--- src/rtl/hp_slot_pkg.sv ---
package hp_slot_pkg;
    localparam int REG_W   = 16;
    localparam int LANE_W  = 8;
    localparam int LANES   = REG_W / LANE_W;
    localparam int EV_BITS = 3;

    // control bit positions
    localparam int C_CC_EN  = 2;
    localparam int C_HPIE   = 3;
    localparam int C_PWRCTL = 8;
    localparam int C_LOCK   = 9;

    // status bit positions
    localparam int S_BTN  = 0;
    localparam int S_PDC  = 1;
    localparam int S_CC   = 2;
    localparam int S_PRES = 3;
    localparam int S_LOCK = 4;

    localparam logic [1:0] IND_ON  = 2'b01;
    localparam logic [1:0] IND_OFF = 2'b11;

    typedef enum logic {
        NOTE_IDLE   = 1'b0,
        NOTE_RAISED = 1'b1
    } note_state_e;
endpackage

--- src/rtl/hp_slot_ctl.sv ---
module hp_slot_ctl
    import hp_slot_pkg::*;
#(
    parameter bit HAS_PWR_CTL = 1'b1
) (
    input  logic                     clk,
    input  logic                     rst_n,
    input  logic                     occupied_i,
    input  logic                     touch_i,
    input  logic [LANES-1:0]         be_i,
    input  logic [REG_W-1:0]         wdata_i,
    input  logic                     present_i,
    output logic [REG_W-1:0]         ctl_q_o,
    output logic [REG_W-1:0]         ctl_n_o,
    output logic                     lock_toggle_o,
    output logic                     detach_o
);
    localparam logic [REG_W-1:0] WMASK =
        HAS_PWR_CTL ? 16'h01FF : 16'h00FF;

    logic [REG_W-1:0] ctl_q;
    logic [REG_W-1:0] view;
    logic [REG_W-1:0] rst_val;

    // merged view of the write: enabled lanes from data, others from register
    always_comb begin
        view = ctl_q;
        for (int b = 0; b < LANES; b++) begin
            if (touch_i && be_i[b]) begin
                view[b*LANE_W +: LANE_W] = wdata_i[b*LANE_W +: LANE_W];
            end
        end
    end

    assign ctl_n_o       = view & WMASK;
    assign lock_toggle_o = touch_i && be_i[C_LOCK/LANE_W] && wdata_i[C_LOCK];
    assign detach_o      = touch_i && present_i && view[C_PWRCTL] &&
                           (view[7:6] == IND_OFF);

    always_comb begin
        rst_val      = '0;
        rst_val[5:4] = IND_OFF;
        if (HAS_PWR_CTL) begin
            rst_val[C_PWRCTL] = !occupied_i;
            rst_val[7:6]      = occupied_i ? IND_ON : IND_OFF;
        end
    end

    always_ff @(posedge clk) begin
        if (!rst_n) ctl_q <= rst_val;
        else        ctl_q <= ctl_n_o;
    end

    assign ctl_q_o = ctl_q;

    // bits above the writable field never become set
    a_r2_upper_clear: assert property (@(posedge clk) disable iff (!rst_n)
        touch_i |=> (ctl_q[REG_W-1:C_LOCK] == '0));
endmodule

--- src/rtl/hp_slot_sts.sv ---
module hp_slot_sts
    import hp_slot_pkg::*;
(
    input  logic                clk,
    input  logic                rst_n,
    input  logic                occupied_i,
    input  logic                ctl_touch_i,
    input  logic                sts_touch_i,
    input  logic                sts_lane_i,
    input  logic [LANE_W-1:0]   sts_wdata_i,
    input  logic                lock_toggle_i,
    input  logic                detach_i,
    input  logic                btn_i,
    input  logic                insert_i,
    input  logic                pchg_i,
    input  logic                unplug_i,
    output logic [REG_W-1:0]    sts_q_o,
    output logic [REG_W-1:0]    sts_n_o,
    output logic                detach_o
);
    logic [REG_W-1:0] sts_q;
    logic [REG_W-1:0] sts_n;
    logic             det_q;
    logic             locked;

    assign locked = sts_q[S_LOCK];

    always_comb begin
        sts_n = sts_q;
        if (sts_touch_i && sts_lane_i) begin
            for (int i = 0; i < EV_BITS; i++) begin
                if (sts_wdata_i[i]) sts_n[i] = 1'b0;
            end
        end
        if (lock_toggle_i) sts_n[S_LOCK] = !sts_q[S_LOCK];
        if (detach_i) begin
            sts_n[S_PRES] = 1'b0;
            sts_n[S_PDC]  = 1'b1;
        end
        if (!locked && insert_i) begin
            sts_n[S_PRES] = 1'b1;
            sts_n[S_PDC]  = 1'b1;
            sts_n[S_BTN]  = 1'b1;
        end
        if (!locked && unplug_i) sts_n[S_BTN] = 1'b1;
        if (btn_i)               sts_n[S_BTN] = 1'b1;
        if (pchg_i)              sts_n[S_PDC] = 1'b1;
        if (ctl_touch_i)         sts_n[S_CC]  = 1'b1;
    end

    always_ff @(posedge clk) begin
        if (!rst_n) begin
            sts_q         <= '0;
            sts_q[S_PRES] <= occupied_i;
            det_q         <= 1'b0;
        end else begin
            sts_q <= sts_n;
            det_q <= detach_i;
        end
    end

    assign sts_q_o  = sts_q;
    assign sts_n_o  = sts_n;
    assign detach_o = det_q;

    // an interlock command flips the interlock status
    a_r3_lock_toggles: assert property (@(posedge clk) disable iff (!rst_n)
        lock_toggle_i |=> (sts_q[S_LOCK] != $past(sts_q[S_LOCK])));
    // a control write leaves command completed set
    a_r4_cmd_done: assert property (@(posedge clk) disable iff (!rst_n)
        ctl_touch_i |=> sts_q[S_CC]);
    // a detach strobe comes with presence changed
    a_r10_detach_pdc: assert property (@(posedge clk) disable iff (!rst_n)
        det_q |-> sts_q[S_PDC]);
endmodule

--- src/rtl/hp_slot_notify.sv ---
module hp_slot_notify
    import hp_slot_pkg::*;
(
    input  logic clk,
    input  logic rst_n,
    input  logic notified_n_i,
    input  logic msi_en_i,
    input  logic sts_touch_i,
    output logic msi_pulse_o,
    output logic intx_o
);
    note_state_e state_q, state_n;
    logic        moving;

    always_comb begin
        state_n = state_q;
        unique case (state_q)
            NOTE_IDLE:   if (notified_n_i)  state_n = NOTE_RAISED; // raise
            NOTE_RAISED: if (!notified_n_i) state_n = NOTE_IDLE;   // drop
            default:     state_n = NOTE_IDLE;
        endcase
    end

    assign moving = (state_n != state_q);

    always_ff @(posedge clk) begin
        if (!rst_n) state_q <= NOTE_IDLE;
        else        state_q <= state_n;
    end

    always_ff @(posedge clk) begin
        if (!rst_n) begin
            msi_pulse_o <= 1'b0;
            intx_o      <= 1'b0;
        end else begin
            msi_pulse_o <= msi_en_i && moving;
            if (!msi_en_i && (moving || (sts_touch_i && state_n == NOTE_IDLE))) begin
                intx_o <= (state_n == NOTE_RAISED);
            end
        end
    end

    // a pulse only follows a state transition
    a_r7_pulse_on_edge: assert property (@(posedge clk) disable iff (!rst_n)
        msi_pulse_o |-> (state_q != $past(state_q)));
    // in level mode a transition leaves the line equal to the state
    a_r8_level_follows: assert property (@(posedge clk) disable iff (!rst_n)
        ($past(!msi_en_i) && state_q != $past(state_q)) |->
            (intx_o == (state_q == NOTE_RAISED)));
endmodule

--- src/rtl/hp_slot_regs.sv ---
module hp_slot_regs
    import hp_slot_pkg::*;
#(
    parameter bit HAS_PWR_CTL = 1'b1
) (
    input  logic        clk,
    input  logic        rst_n,
    input  logic        slot_occupied_i,
    input  logic        msi_en_i,
    input  logic        cfg_wr_i,
    input  logic [3:0]  cfg_be_i,
    input  logic [31:0] cfg_wdata_i,
    output logic [31:0] cfg_rdata_o,
    input  logic        btn_press_i,
    input  logic        card_insert_i,
    input  logic        presence_chg_i,
    input  logic        unplug_req_i,
    output logic        msi_pulse_o,
    output logic        intx_o,
    output logic        detach_o,
    output logic        slot_present_o
);
    logic [REG_W-1:0] ctl_q, ctl_n, sts_q, sts_n;
    logic             ctl_touch, sts_touch, lock_toggle, detach_hit;
    logic             notified_n;

    assign ctl_touch = cfg_wr_i && (cfg_be_i[1:0] != 2'b00);
    assign sts_touch = cfg_wr_i && (cfg_be_i[3:2] != 2'b00);

    hp_slot_ctl #(.HAS_PWR_CTL(HAS_PWR_CTL)) u_ctl (
        .clk           (clk),
        .rst_n         (rst_n),
        .occupied_i    (slot_occupied_i),
        .touch_i       (ctl_touch),
        .be_i          (cfg_be_i[1:0]),
        .wdata_i       (cfg_wdata_i[15:0]),
        .present_i     (sts_q[S_PRES]),
        .ctl_q_o       (ctl_q),
        .ctl_n_o       (ctl_n),
        .lock_toggle_o (lock_toggle),
        .detach_o      (detach_hit)
    );

    hp_slot_sts u_sts (
        .clk           (clk),
        .rst_n         (rst_n),
        .occupied_i    (slot_occupied_i),
        .ctl_touch_i   (ctl_touch),
        .sts_touch_i   (sts_touch),
        .sts_lane_i    (cfg_be_i[2]),
        .sts_wdata_i   (cfg_wdata_i[23:16]),
        .lock_toggle_i (lock_toggle),
        .detach_i      (detach_hit),
        .btn_i         (btn_press_i),
        .insert_i      (card_insert_i),
        .pchg_i        (presence_chg_i),
        .unplug_i      (unplug_req_i),
        .sts_q_o       (sts_q),
        .sts_n_o       (sts_n),
        .detach_o      (detach_o)
    );

    // notified condition over the next register values
    assign notified_n = ctl_n[C_HPIE] &&
                        ((sts_n[EV_BITS-1:0] & ctl_n[EV_BITS-1:0]) != '0);

    hp_slot_notify u_note (
        .clk          (clk),
        .rst_n        (rst_n),
        .notified_n_i (notified_n),
        .msi_en_i     (msi_en_i),
        .sts_touch_i  (sts_touch),
        .msi_pulse_o  (msi_pulse_o),
        .intx_o       (intx_o)
    );

    assign cfg_rdata_o    = {sts_q, ctl_q};
    assign slot_present_o = sts_q[S_PRES];

    // in level mode with a steady mode bit, the line never disagrees with a settled condition
    a_r6_level_matches: assert property (@(posedge clk) disable iff (!rst_n)
        (!msi_en_i && $past(!msi_en_i) && $past(!cfg_wr_i) && $stable(cfg_rdata_o)) |->
            (intx_o == (ctl_q[C_HPIE] && ((sts_q[2:0] & ctl_q[2:0]) != 3'b000))));
endmodule

--- config.mk ---
export PLATFORM = sky130hd
export DESIGN_NAME = hp_slot_regs
export DESIGN_NICKNAME = d
export VERILOG_FILES = /design/src/rtl/hp_slot_pkg.sv /design/src/rtl/hp_slot_ctl.sv /design/src/rtl/hp_slot_sts.sv /design/src/rtl/hp_slot_notify.sv /design/src/rtl/hp_slot_regs.sv
export SDC_FILE = /design/constraint.sdc
export NUM_CORES = 1
export LEC_CHECK = 0
export BUFFER_PORTS_ARGS = -buffer_cell sky130_fd_sc_hd__clkbuf_2
export CAP_MARGIN = 20
export CORE_ASPECT_RATIO = 1.75
export CORE_MARGIN = 2
export CORE_UTILIZATION = 40
export CTS_CLUSTER_DIAMETER = 30
export DETAILED_ROUTE_END_ITERATION = 16
export PLACE_DENSITY = 0.83
export RECOVER_POWER = 50
export SYNTH_ARGS = -nofsm -noshare
export SYNTH_HDL_FRONTEND = slang
export SYNTH_SLANG_ARGS = --single-unit
--- constraint.sdc ---
create_clock -name clk -period 4.17 [get_ports clk]
set_input_delay 0.834 -clock clk [delete_from_list [all_inputs] [get_ports clk]]
set_output_delay 0.834 -clock clk [all_outputs]
set_load 0.01 [all_outputs]
==> Word level (Yosys, flattened, before mapping) <==
Cells that the tools add are included.
{ "op_classes": {"n_eq_ne": 3, "n_mux": 18, "bitwise_logic": 2, "n_reduce_logical": 22} }
{ "op_table": {"columns": ["cell", "count"], "rows": [
  ["logical AND 1 bit", 15],
  ["2-to-1 mux 1 bit", 12],
  ["2-to-1 mux 9 bit", 1],
  ["2-to-1 mux 8 bit", 1],
  ["2-to-1 mux 2 bit", 2],
  ["2-to-1 mux 4 bit", 1],
  ["nonzero test 2 bit", 2],
  ["AND 3 bit", 1],
  ["zero test 1 bit", 3],
  ["2-to-1 mux 3 bit", 1],
  ["!= test 3 x 1 -> 1 bit, second input constant", 1],
  ["nonzero test 3 bit", 1],
  ["== test 2 bit, second input constant", 1],
  ["logical OR 1 bit", 1],
  ["!= test 1 bit", 1],
  ["inverter 1 bit", 1]
]} }
{ "word_totals": {"register_bits": 18, "wordCells": 55} }

==> Logic depth before layout (Yosys ltp) <==
{ "logic_depth": {"ltp_word": 18, "ltp_mapped": 6, "ltp_nobuf": 5} }

==> Modules after synthesis <==
Synthesis repeated with hierarchy kept, for this count alone.
{ "hier_totals": {"hier_cells": 113, "hier_area_um2": 1067.3} }
{ "modules_own_cells": {"columns": ["module", "instances", "cells_per_inst", "area_each_um2"], "rows": [
  ["hp_slot_ctl", 1, 52, 504.2],
  ["hp_slot_sts", 1, 46, 412.9],
  ["hp_slot_notify", 1, 10, 111.4],
  ["hp_slot_regs", 1, 5, 38.8]
]} }

==> Least setup slack after synthesis <==
No wires, ideal clock.
{ "synth_path": {"path_type": "input to register", "start": "in cfg_be_i[0]", "end": "reg u_note.intx_o", "arrival_time_ns": 1.879, "required_time_ns": 4.047, "slack_ns": 2.169, "stages": 6, "path_cell_list": "buf_4 > nand2_4 > mux2i_1 > o22ai_1 > o31a_1 > mux2i_1"} }
{ "synth_between": {"elab_chain_cells": 17, "elab_cells_between_ends": 23} }
{ "synth_lines": {"columns": ["item", "line", "rtl"], "rows": [
  ["from (decl)", "hp_slot_regs.sv:11", "input logic [3:0] cfg_be_i,"],
  ["nonzero test 2 bit", "hp_slot_regs.sv:27", "assign ctl_touch = cfg_wr_i && (cfg_be_i[1:0] != 2'b00);"],
  ["logical AND 1 bit", "hp_slot_regs.sv:27", null],
  ["logical AND 1 bit", "hp_slot_ctl.sv:29", "if (touch_i && be_i[b]) begin"],
  ["2-to-1 mux 8 bit / 2-to-1 mux 1 bit (equally long branches)", "hp_slot_ctl.sv:29", null],
  ["== test 2 bit / logical AND 1 bit (equally long branches)", "hp_slot_ctl.sv:38, hp_slot_ctl.sv:37", null],
  ["logical AND 1 bit", "hp_slot_ctl.sv:37", "assign detach_o = touch_i && present_i && view[C_PWRCTL] &&"],
  ["2-to-1 mux 1 bit", "hp_slot_sts.sv:36", "if (detach_i) begin"],
  ["2-to-1 mux 2 bit", "hp_slot_sts.sv:40", "if (!locked && insert_i) begin"],
  ["2-to-1 mux 1 bit", "hp_slot_sts.sv:47", "if (pchg_i) sts_n[S_PDC] = 1'b1;"],
  ["AND 3 bit", "hp_slot_regs.sv:65", "((sts_n[EV_BITS-1:0] & ctl_n[EV_BITS-1:0]) != '0);"],
  ["nonzero test 3 bit", "hp_slot_regs.sv:65", null],
  ["logical AND 1 bit (*)", "hp_slot_regs.sv:64", "assign notified_n = ctl_n[C_HPIE] &&"],
  ["2-to-1 mux 1 bit (*)", "hp_slot_notify.sv:18, hp_slot_notify.sv:19", null],
  ["inverter 1 bit", "hp_slot_notify.sv:37", "if (!msi_en_i && (moving || (sts_touch_i && state_n == NOTE_IDLE))) begin"],
  ["logical AND 1 bit", "hp_slot_notify.sv:37", null],
  ["logical OR 1 bit", "hp_slot_notify.sv:37", null],
  ["logical AND 1 bit", "hp_slot_notify.sv:37", null],
  ["to (signal assigned)", "hp_slot_notify.sv:38", "intx_o <= (state_n == NOTE_RAISED);"],
  ["to (decl)", "hp_slot_notify.sv:10", "output logic intx_o"]
]} }
Every way passes the cells marked *; elsewhere a longest branch is shown, timed or not.
A chain may end at the register's enable or synchronous reset.

==> Worst setup path in the final report <==
{ "layout_path": {"start": "in cfg_wr_i", "end": "reg u_note.msi_pulse_o"} }
{ "layout_between": {"elab_chain_cells": 14, "elab_cells_between_ends": 24} }
{ "layout_lines": {"columns": ["item", "line", "rtl"], "rows": [
  ["from (decl)", "hp_slot_regs.sv:10", "input logic cfg_wr_i,"],
  ["logical AND 1 bit", "hp_slot_regs.sv:27", null],
  ["logical AND 1 bit", "hp_slot_ctl.sv:29", null],
  ["2-to-1 mux 8 bit / 2-to-1 mux 1 bit (equally long branches)", "hp_slot_ctl.sv:29", null],
  ["== test 2 bit / logical AND 1 bit (equally long branches)", "hp_slot_ctl.sv:38, hp_slot_ctl.sv:37", null],
  ["logical AND 1 bit", "hp_slot_ctl.sv:37", null],
  ["2-to-1 mux 1 bit", "hp_slot_sts.sv:36", null],
  ["2-to-1 mux 2 bit", "hp_slot_sts.sv:40", null],
  ["2-to-1 mux 1 bit", "hp_slot_sts.sv:47", null],
  ["AND 3 bit", "hp_slot_regs.sv:65", null],
  ["nonzero test 3 bit", "hp_slot_regs.sv:65", null],
  ["logical AND 1 bit (*)", "hp_slot_regs.sv:64", null],
  ["2-to-1 mux 1 bit (*)", "hp_slot_notify.sv:18, hp_slot_notify.sv:19", null],
  ["!= test 1 bit (*)", "hp_slot_notify.sv:24", "assign moving = (state_n != state_q);"],
  ["logical AND 1 bit (*)", "hp_slot_notify.sv:36", "msi_pulse_o <= msi_en_i && moving;"],
  ["to (signal assigned)", "hp_slot_notify.sv:36", null],
  ["to (decl)", "hp_slot_notify.sv:9", "output logic msi_pulse_o,"]
]} }
Marked as above.

==> results.toml <==
[global_routing]
overflow = 0
antenna_found_initial = 0
grt_max_degree = 13
grt_pass1_vias = 848
track_usage = 0.1801
grt_pass1_wl_um = 3401

[critical_path]
cp_max_fo = 12
crit_top_cell = "mux2i_1"
worst_path_max_delay_cell = "clkbuf_1"
endpoint_kind = "flip-flop"
critPathRequiredTime_ns = 4.36
worstPathCellList = "clkbuf_1 > nand2_1 > mux2i_1 > nor4_1 > o31a_1 > mux2i_1"
cp.arrival_ns = 2.85
crit_family = "simple AND/OR/NAND/NOR gates"
crit_buf_inv = 1
start_kind = "input port"
path_class = "input port to flip-flop"
r2r_slack_ns = 2.54
cp_slowest_stage_delay_ns = 0.47

[logic_synthesis]
avgSynthCellArea_um2 = 9.164
synth_seq_cells = 18
ys_types = 31
synthesis.area_um2 = 962.2
syn_inst = 105
ys_async_sr_fraction = 0
synth-edff-count = 1
ys.warnings.count = 0
ys_seq_area_frac = 0.3849
synth_ff_type = "dfxtp_1"

[drt]
drcViolationCount = 0
routed_wl_um = 2300
viasPerCell = 5.052
num_vias = 869
dr.pass1.iters = 4
drt_iter0_markers = 21
wl_per_cell_um = 13.37
antenna_left = 0

[outcome]
status = "finished clean"

[layout]
fin_area_um2 = 1132
syn_to_final_growth_pct = 17.69
nFillCells = 233
diodes = 0
layout_commonest_cell = "clkbuf_2"
drive_above_1_share = 0.2857
nets = 193
layout_common_cells = "clkbuf_2, conb_1, dfxtp_1"

[floorplan]
die_h_um = 68.88
die_w_um = 41.08
die-area_um2 = 2829
core_um2 = 2273
start_util = 0.4232
rows = 23
io_pins = 81

[power_and_ir_drop]
power.internal_mw = 0.2987
seqPwrFrac = 0.467
p_comb_frac = 0.184
powerDensity_nw_per_um2 = 361.3
p_sw_mw = 0.1104
max-vdd-ir-drop_mv = 0.1617
clockPowerShare = 0.349
power.leakage_nw = 0.5766
p_sw_frac = 0.2698

[clocking]
cts_resized = 0
cts_root_buffer = "clkbuf_8"
clockBufferDepth = 2
htreeDepth = 1
clk_latency_ns = 0.26
holdBufCountCts = 0
cts_tree = "done"
clk_pin_slew_worst_paths_ns = 0.07
cts_inserted_buffers = 3
clkSinkCount = 18
cts_setup_buffers = 0

[placement]
dp_hpwl_um = 1816
placedInstanceArea_um2 = 1107
port_buffers = 43
gp_congestion = 0.8020

[sta]
fin_crit_ns = 2.664
hold_viol = 0
fin_skew_ns = 0.002337
fmax_mhz = 375.4
slew_violations = 0
finalCritPeriodShare = 0.6388
setup_viol = 0
hold_slack_ns = 0.4774
worst_pin_slew_ns = 0.6359
tns_ns = 0
slew_headroom = 0.5760
rsz0062_at_grt = "no"

[run]
drv_cap = 0

[hold_path]
hold_class = "flip-flop to flip-flop"
==> state kept, by name, indices dropped and copies added, names as in the netlist <==
name / flops
u_sts.sts_q_o: 5
u_note.intx_o: 1
u_sts.detach_o: 1
u_note.state_q: 1
u_ctl.ctl_q_o: 9
u_note.msi_pulse_o: 1
==> cells by family after synthesis <==
group,share of synthesized area
other,0.003897
muxes,0.09883
DFF,0.3849
buffers and inverters,0.1794
xor gates and xnor gates,0.009104
and+or+nand+nor,0.1964
AOI/OAI and AO/OA,0.1274
==> power groups by stage <==
stage	Clock [mW]	Sequential [mW]	Combinational, mW
final	0.143	0.191	0.0752
after global routing	0.150	0.193	0.0839
after CTS	0.145	0.192	0.0781
after detailed placement	0	0.195	0.0775
after global placement	0	0.195	0.0751
after floorplan	0	0.200	0.0558
==> cell usage after synthesis, types with 2 or more instances <==
master / count / area share
mux2i_1: 7 / 0.073
a21oi_1: 4 / 0.021
buf_4: 20 / 0.16
nand3_1: 11 / 0.057
nor2b_1: 2 / 0.013
nand2_1: 5 / 0.020
o31a_1: 2 / 0.018
inv_1: 2 / 0.0078
o21a_1: 2 / 0.016
dfxtp_1: 17 / 0.35
a211oi_2: 2 / 0.026
nor2_1: 12 / 0.047
==> area by class of cell <==
type | instances | area, um^2 | area share
inverter | 2 | 7.507 | 0.006630
timing repair buffer | 43 | 205.2 | 0.1812
multi-input combinational | 80 | 462.9 | 0.4088
clock buffer | 4 | 55.05 | 0.04862
sequential | 18 | 370.4 | 0.3271
tap | 25 | 31.28 | 0.02762
==> stage by stage <==
stage               cells  utilization  total power, mW  setup slack (ns)
global placement      168       0.4871           0.2697             1.860
detailed placement    168       0.4871           0.2729             1.795
global route          172       0.4981           0.4268             1.376
floorplan             122            -           0.2554             2.169
CTS                   172       0.5113           0.4143             2.023
finish                172       0.4981           0.4091             1.506
==> path summary, 6_finish.rpt <==
path,startpoint,end,cells after the start
worst min register to register,u_ctl.ctl_q_o[4],u_ctl.ctl_q_o[4],2
worst max-delay path,cfg_wr_i,u_note.msi_pulse_o,6
worst max register to register,u_sts.sts_q_o[4],u_note.intx_o,5
worst min-delay path,u_ctl.ctl_q_o[4],u_ctl.ctl_q_o[4],2
==> tightest hold or removal path: cells and delay by family (launching register included) <==
| kind | cells | cell delay [ns] |
|---|---|---|
| simple gates | 2 | 0.11 |
| flops | 1 | 0.31 |
==> metal layers <==
layer / GRT usage / wire, um / up-vias
li1: - / - / 407
met5: 0 / 0 / -
met1: 0.1515 / 766 / 412
met2: 0.3262 / 1291 / 45
met4: 0.1375 / 53 / 0
met3: 0.04167 / 189 / 5
No activity file was read; power rests on OpenSTA's default activity.
